File: config.mk
export PLATFORM = sky130hd
export DESIGN_NAME = bit_op_unit
export DESIGN_NICKNAME = d
export VERILOG_FILES = /design/src/rtl/bitop_pkg.sv /design/src/rtl/bit_mask_gen.sv /design/src/rtl/bit_logic.sv /design/src/rtl/bit_out_reg.sv /design/src/rtl/bit_op_unit.sv
export SDC_FILE = /design/constraint.sdc
export NUM_CORES = 1
export LEC_CHECK = 0
export ABC_AREA = 1
export BUFFER_PORTS_ARGS = -buffer_cell sky130_fd_sc_hd__buf_2
export CAP_MARGIN = 10
export CELL_PAD_IN_SITES_DETAIL_PLACEMENT = 0
export CELL_PAD_IN_SITES_GLOBAL_PLACEMENT = 1
export CORE_ASPECT_RATIO = 1.1
export CORE_MARGIN = 4
export CORE_UTILIZATION = 34
export DETAILED_ROUTE_END_ITERATION = 10
export PLACE_DENSITY_LB_ADDON = 0.1
export SLEW_MARGIN = 25
export SYNTH_ARGS = -nofsm -noshare
export SYNTH_HDL_FRONTEND = slang
export SYNTH_SLANG_ARGS = --single-unit
File: constraint.sdc
create_clock -name clk_i -period 1 [get_ports clk_i]
set_input_delay 0.2 -clock clk_i [delete_from_list [all_inputs] [get_ports clk_i]]
set_output_delay 0.2 -clock clk_i [all_outputs]
set_load 0.01 [all_outputs]
File: src/rtl/bitop_pkg.sv
package bitop_pkg;
  typedef enum logic [3:0] {
    OP_SET  = 4'd0,
    OP_CLR  = 4'd1,
    OP_INV  = 4'd2,
    OP_TST  = 4'd3,
    OP_LDC  = 4'd4,
    OP_LDCN = 4'd5,
    OP_STC  = 4'd6,
    OP_STCN = 4'd7,
    OP_AND  = 4'd8,
    OP_ANDN = 4'd9,
    OP_OR   = 4'd10,
    OP_ORN  = 4'd11,
    OP_XOR  = 4'd12,
    OP_XORN = 4'd13
  } bit_op_e;

  localparam int unsigned OP_W = 4;
endpackage

File: src/rtl/bit_mask_gen.sv
module bit_mask_gen #(
  parameter int unsigned DATA_W = 8,
  localparam int unsigned IDX_W = $clog2(DATA_W)
) (
  input  logic [IDX_W-1:0]  sel_i,
  output logic [DATA_W-1:0] mask_o
);
  for (genvar i = 0; i < DATA_W; i++) begin : g_dec
    assign mask_o[i] = (sel_i == IDX_W'(i));
  end
endmodule

File: src/rtl/bit_logic.sv
module bit_logic
  import bitop_pkg::*;
#(
  parameter int unsigned DATA_W = 8
) (
  input  logic [OP_W-1:0]   op_i,
  input  logic [DATA_W-1:0] data_i,
  input  logic [DATA_W-1:0] mask_i,
  input  logic              c_i,
  input  logic              z_i,
  output logic [DATA_W-1:0] data_o,
  output logic              wr_en_o,
  output logic              c_o,
  output logic              z_o
);
  logic bit_val;
  logic opnd;   // bit value, complemented for the inverted variants
  logic c_src;

  assign bit_val = |(data_i & mask_i);
  assign opnd    = bit_val ^ op_i[0];
  assign c_src   = c_i ^ op_i[0];

  always_comb begin
    data_o  = data_i;
    wr_en_o = 1'b0;
    c_o     = c_i;
    z_o     = z_i;
    case (op_i)
      OP_SET: begin
        data_o  = data_i | mask_i;
        wr_en_o = 1'b1;
      end
      OP_CLR: begin
        data_o  = data_i & ~mask_i;
        wr_en_o = 1'b1;
      end
      OP_INV: begin
        data_o  = data_i ^ mask_i;
        wr_en_o = 1'b1;
      end
      OP_TST:           z_o = ~bit_val;
      OP_LDC, OP_LDCN:  c_o = opnd;
      OP_STC, OP_STCN: begin
        data_o  = c_src ? (data_i | mask_i) : (data_i & ~mask_i);
        wr_en_o = 1'b1;
      end
      OP_AND, OP_ANDN:  c_o = c_i & opnd;
      OP_OR,  OP_ORN:   c_o = c_i | opnd;
      OP_XOR, OP_XORN:  c_o = c_i ^ opnd;
      default: ;
    endcase
  end
endmodule

File: src/rtl/bit_out_reg.sv
module bit_out_reg #(
  parameter int unsigned DATA_W = 8
) (
  input  logic              clk_i,
  input  logic              rst_ni,
  input  logic              in_valid_i,
  output logic              in_ready_o,
  input  logic [DATA_W-1:0] data_i,
  input  logic              wr_en_i,
  input  logic              c_i,
  input  logic              z_i,
  output logic              out_valid_o,
  input  logic              out_ready_i,
  output logic [DATA_W-1:0] data_o,
  output logic              wr_en_o,
  output logic              c_o,
  output logic              z_o
);
  logic accept;

  assign in_ready_o = ~out_valid_o | out_ready_i;
  assign accept     = in_valid_i & in_ready_o;

  always_ff @(posedge clk_i or negedge rst_ni) begin
    if (!rst_ni) begin
      out_valid_o <= 1'b0;
      data_o      <= '0;
      wr_en_o     <= 1'b0;
      c_o         <= 1'b0;
      z_o         <= 1'b0;
    end else begin
      if (accept) begin
        out_valid_o <= 1'b1;
        data_o      <= data_i;
        wr_en_o     <= wr_en_i;
        c_o         <= c_i;
        z_o         <= z_i;
      end else if (out_ready_i) begin
        out_valid_o <= 1'b0;
      end
    end
  end
endmodule

File: src/rtl/bit_op_unit.sv
module bit_op_unit
  import bitop_pkg::*;
#(
  parameter int unsigned DATA_W = 8,
  localparam int unsigned IDX_W = $clog2(DATA_W)
) (
  input  logic              clk_i,
  input  logic              rst_ni,
  input  logic              in_valid_i,
  output logic              in_ready_o,
  input  logic [OP_W-1:0]   op_i,
  input  logic [DATA_W-1:0] data_i,
  input  logic [IDX_W-1:0]  bit_sel_i,
  input  logic              c_i,
  input  logic              z_i,
  output logic              out_valid_o,
  input  logic              out_ready_i,
  output logic [DATA_W-1:0] data_o,
  output logic              wr_en_o,
  output logic              c_o,
  output logic              z_o
);
  logic [DATA_W-1:0] mask;
  logic [DATA_W-1:0] data_n;
  logic              wr_en_n;
  logic              c_n;
  logic              z_n;

  bit_mask_gen #(.DATA_W(DATA_W)) u_mask (
    .sel_i  (bit_sel_i),
    .mask_o (mask)
  );

  bit_logic #(.DATA_W(DATA_W)) u_logic (
    .op_i    (op_i),
    .data_i  (data_i),
    .mask_i  (mask),
    .c_i     (c_i),
    .z_i     (z_i),
    .data_o  (data_n),
    .wr_en_o (wr_en_n),
    .c_o     (c_n),
    .z_o     (z_n)
  );

  bit_out_reg #(.DATA_W(DATA_W)) u_out (
    .clk_i       (clk_i),
    .rst_ni      (rst_ni),
    .in_valid_i  (in_valid_i),
    .in_ready_o  (in_ready_o),
    .data_i      (data_n),
    .wr_en_i     (wr_en_n),
    .c_i         (c_n),
    .z_i         (z_n),
    .out_valid_o (out_valid_o),
    .out_ready_i (out_ready_i),
    .data_o      (data_o),
    .wr_en_o     (wr_en_o),
    .c_o         (c_o),
    .z_o         (z_o)
  );
endmodule

-- Word level (Yosys, flattened, before mapping)
Cells that the tools add are included.
- bits in registers: 12
- latch bits: 0
- RAM bits: 0
- ROM bits: 0
- input port bits: 21
- output and inout bits: 13
- word-level logic and storage cells: 56
- memories kept: 0
- add/sub/neg operators: 0
- multipliers: 0
- div/mod/pow operators: 0
- $lt $le $gt $ge: 0
- equal/unequal tests: 20
- shifts and indexed selects: 0
- mux-type cells: 7
- bitwise logic cells: 14
- reduce and logical (&&, ||, !) cells: 10
- operators with widths (cell ; count):
    $pmux 8 s4 ; 1
    $eq 4x4->1 const B ; 6
    $and 8x8->8 ; 2
    $eq 4x3->1 const B ; 4
    $eq 3x3->1 const B ; 4
    $reduce_or 2->1 ; 5
    $eq 4x2->1 const B ; 2
    $mux 8 ; 1
    $not 8->8 ; 1
    $or 8x8->8 ; 1
    $reduce_or 8->1 ; 1
    $xor 8x8->8 ; 1
    $eq 3x2->1 const B ; 2
    $reduce_or 5->1 ; 1
    $eq 4x1->1 const B ; 1
    $logic_not 4->1 ; 1
    $mux 1 ; 4
    $pmux 1 s4 ; 1
    $eq 3x1->1 const B ; 1
    $logic_not 3->1 ; 1
    $xor 1x1->1 ; 3
    $and 1x1->1 ; 2
    $not 1->1 ; 2
    $or 1x1->1 ; 2
    $reduce_bool 2->1 ; 1

-- Longest topological paths before layout
- depth in word-level cells: 6
- gate-level depth with buffers: 17
- depth with buffers taken out: 17

-- Modules after synthesis
From an unflattened synthesis, not the netlist that was laid out.
- cell total of the unflattened synthesis: 245
- area total of the unflattened synthesis: 1580.3 µm²
- modules (own cells, without submodules) (module ; instances ; cells each ; area each (µm²) ; sequential area each (µm²)):
    bit_logic ; 1 ; 178 ; 1026.0 ; 0.0
    bit_out_reg ; 1 ; 52 ; 498.0 ; 300.3
    bit_mask_gen ; 1 ; 15 ; 56.3 ; 0.0

-- Worst setup path after synthesis
OpenSTA, ideal clock, no wires.
- path kind: in2reg
- start point: input bit_sel_i[2]
- end point: register u_out.c_o
- arrival: 1.710 ns
- slack: -0.826 ns
- stages: 15
- cells stage by stage: inv_1 -> nand3_1 -> inv_1 -> ha_1 -> nor2_1 -> nand2_1 -> o21ai_0 -> nand2_1 -> ha_1 -> o21ai_0 -> nor2_1 -> a21oi_1 -> nand2_1 -> nand2_1 -> nand2_1
- word-level cells in the longest chain between the ends: 6
- elaborated cells between the ends (all ways): 15
- those cells by class: eq/ne (7); mux (1); bitwise (5); reduce/logical (2)
- ends and longest elaborated chain (what ; RTL line ; RTL):
    from (decl) ; bit_op_unit.sv:13 ; input logic [IDX_W-1:0] bit_sel_i,
    $eq 3x1->1 (tied with other cells) ; bit_mask_gen.sv:9 ; assign mask_o[i] = (sel_i == IDX_W'(i));
    $and 8x8->8 * ; bit_logic.sv:20 ; assign bit_val = |(data_i & mask_i);
    $reduce_or 8->1 * ; bit_logic.sv:20 ;
    $xor 1x1->1 * ; bit_logic.sv:21 ; assign opnd = bit_val ^ op_i[0];
    $xor 1x1->1 (tied with other cells) ; bit_logic.sv:50 ; OP_XOR, OP_XORN: c_o = c_i ^ opnd;
    $pmux 1 s4 * ; bit_logic.sv:29 ; case (op_i)
    to (signal assigned) ; bit_out_reg.sv:36 ; c_o <= c_i;
    to (decl) ; bit_out_reg.sv:16 ; output logic c_o,
Mark *: on every way between the ends. The rest lies on a longest branch, timed or not.
A chain may end at the register's enable or synchronous reset.

-- Worst setup path in the final report
- start point: input bit_sel_i[0]
- end point: register u_out.c_o
The elaborated chain is that of the path after synthesis.

==> metrics.cfg <==
[synthesis]
netlist_top_cells_area = nand2_1 (23%), ha_1 (20%), dfrtp_1 (19%)
synth_area_per_cell_sq_um = 6.341
synth_area_sq_um = 1592
yosys_register_bits = 12
synth.largest_area_cell = nand2_1
yosys_warnings = 0
ys_seq_area_share_pct = 18.87
synthesis.nets = 298
synth_cell_types = 26
synth_top_area_share_pct = 23.35
syn_inst = 251

[worst_hold_path]
hold_start = z_i
whs_endpoint = u_out.z_o$_DFFE_PN0P_
hold_class = input pin to flip-flop
whs_path_depth = 3

[sta]
timing.hold.ws_ns = 0.2314
rsz0062_at_grt = true
fin_skew_ns = 0.004838
relSlewSlack_pct = 80.50
finalSetupTns_ns = -2.349
setup_viol = 11
setup_slack_ns = -0.6756
hold_viol = 0
period_share_pct = 167.6
post-route-min-period_ns = 1.676
tightest_slew_ns = 0.2918
timing.fmax_mhz = 596.8
maxSlewViolCount = 0

[worst_setup_path]
critPathBufInv = 2
r2r-end = u_out.z_o$_DFFE_PN0P_
worstPathMaxFanout = 7
reg2reg_from = u_out.out_valid_o$_DFFE_PN0P_
critPathLaunchType = input pin
path_cells = buf_16 > inv_12 > nor3_4 > ha_1 > nor2_2 > nand2_2 > nor2_4 > nand2_2 > nand2_2 > ha_4 > o21ai_2 > nor2_2 > a21oi_2 > nand2_1 > nand2_1 > nand2_1
r2r_cells = 7
cp_data_required_time_ns = 1.13
cp-end-kind = flip-flop
cp_slowest_cell = ha_4
ff2ff_setup_slack_ns = -0.14
critical_path_class = input pin to flip-flop
cp.arrival_ns = 1.81
path_delay_family = simple AND/OR/NAND/NOR gates
crit_path_max_incr_delay_ns = 0.24

[final_layout]
regArea_sq_um = 300.3
nNetsFinal = 390
multiInputGateArea_sq_um = 1426
syn_to_final_growth_pct = 74.61
fillers = 412
drive_gt1_share_pct = 53.96
diodes = 0

[placed_design]
dp_hpwl_um = 3410
port_buffers = 33
gp_congestion = 0.7800

[die]
fp.dieArea_sq_um = 5841
die_width_um = 73.24
rows = 25
die_y_um = 79.76
start_util_pct = 36.09
coreArea_sq_um = 4410
ios = 34

[pwr]
power_frac_comb_pct = 51.3
pwr-share-seq_pct = 28.7
switchingPower_uw = 777.3
swShare_pct = 36.68
ir_worst_vdd_mv = 0.3127
powerDensity_nw_per_um2 = 762.6
clockPowerShare_pct = 20.1
p_int_mw = 1.342
leakagePower_nw = 1.463

[cts]
cts_root_buf = clkbuf_8
h-tree-depth = 1
cts_buffer_depth = 2
cts_made_buffers = 3
clk_latency_ns = 0.24
clkTransAtPathRegs_ns = 0.05
cts.sinks = 12
cts_tree = done

[drt]
drt_wl_total_um = 4855
via_count = 1765
first_pass_iters = 4
drt_iter0_drc = 51
drcViolationCount = 0
ant_nets = 0
wl_per_cell_um = 12.29
vias_per_cell = 4.468

[job]
maxCapViolCount = 0

[grt]
globalRouteOverflowTotal = 0
grt_max_degree = 13
grt_antenna_before_repair = 0
grt_pass1_vias = 1708
grt_pass1_wl_um = 7776
track_usage_pct = 16.88

[outcome]
status = finished with violations
violations = setup timing

-- per-stage QoR --
stage               instance area, sq um  worst slack [ns]  std cells  util [%]  power (mW)
floorplan                           1735           -0.6764        251         -       1.064
global placement                    2235            -1.151        376     50.67       1.436
detailed placement                  2235            -1.156        376     50.67       1.446
CTS                                 2499           -0.6875        384     56.65       1.984
global route                        2779           -0.8149        395     63.01       2.282
finish                              2779           -0.6756        395     63.01       2.119
-- cell families (layout without fill, tap and decap cells) --
| logic type | after synthesis | in the layout | synth area share [%] |
|---|---|---|---|
| fa+ha+maj | 26 | 26 | 20.44 |
| simple gates | 142 | 143 | 39.31 |
| compound gates | 20 | 20 | 7.076 |
| flops | 12 | 12 | 18.87 |
| buf+inv | 50 | 139 | 13.29 |
| xor+xnor | 1 | 1 | 1.022 |
-- Yosys cell counts --
cell,number
buf_6,1
nor3_1,2
inv_4,1
nor3_2,3
nand3b_1,1
nand3_1,10
inv_2,2
clkbuf_1,1
o21ai_1,8
nor2_2,5
xnor2_2,1
nor2_1,13
buf_8,1
inv_1,42
ha_1,26
o211ai_1,4
dfrtp_1,12
a21oi_1,2
clkbuf_2,1
nand2_2,5
nand2_1,99
nand2_4,3
nor2_4,1
a31oi_1,2
buf_2,1
o21ai_0,4
-- worst max-delay path by stage --
stage | from | end | depth (start not counted)
floorplan | bit_sel_i[0] | u_out.c_o$_DFFE_PN0P_ | 15
global placement | bit_sel_i[0] | u_out.c_o$_DFFE_PN0P_ | 16
detailed placement | bit_sel_i[0] | u_out.c_o$_DFFE_PN0P_ | 16
CTS | bit_sel_i[2] | u_out.c_o$_DFFE_PN0P_ | 16
global route | bit_sel_i[0] | u_out.c_o$_DFFE_PN0P_ | 16
finish | bit_sel_i[0] | u_out.c_o$_DFFE_PN0P_ | 16
-- registers in the layout (all words and copies together) (netlist names) --
signal,cells
u_out.z_o,1
u_out.data_o,8
u_out.wr_en_o,1
u_out.c_o,1
u_out.out_valid_o,1
-- worst min-delay path: stages --
cell and delay [ns]:
buf_2 0.08, a31oi_1 0.04, o21ai_1 0.11
-- repair_timing --
action	4_1_cts	5_1_grt
gates resized for setup	45	52
pin swaps	16	35
gates cloned	1	0
hold buffers	1	0
endpoints found under the setup margin	11	12
endpoints found under the hold margin	12	0
buffers inserted	4	13
-- power groups by stage --
| stage | Combinational [mW] | Sequential, mW | Clock (mW) |
|---|---|---|---|
| 6_report | 1.09 | 0.608 | 0.425 |
| 5_1_grt | 1.20 | 0.615 | 0.464 |
| 4_1_cts | 0.946 | 0.607 | 0.430 |
| 3_5_place_dp | 0.831 | 0.614 | 0 |
| 3_3_place_gp | 0.827 | 0.609 | 0 |
| 2_1_floorplan | 0.411 | 0.653 | 0 |
-- layout make-up --
| class | count | share of cell area, % |
|---|---|---|
| Tap cell | 54 | 2.431 |
| Clock buffer | 3 | 1.486 |
| Multi-Input combinational cell | 190 | 51.33 |
| Inverter | 45 | 7.879 |
| Sequential cell | 12 | 10.81 |
| Timing Repair Buffer | 91 | 26.07 |
-- layer usage --
metal	GRT usage [%]	vias to the layer above	share of wire, %
met2	30.14	30	50
li1	-	949	-
met5	0	-	0
met4	4.982	0	0.91
met3	1.385	6	4.0
met1	21.14	780	45
-- placed cells by master, fill, tap and decap left out, drive strengths merged, types with 2 or more instances in the layout --
| cell | count |
|---|---|
| dfrtp | 12 |
| a21oi | 2 |
| nor2 | 19 |
| nand3 | 10 |
| buf | 89 |
| o211ai | 4 |
| ha | 26 |
| inv | 44 |
| nand2 | 108 |
| o21ai | 12 |
| clkbuf | 4 |
| nor3 | 5 |
| a31oi | 2 |
Power figures use the tool's default switching activity.
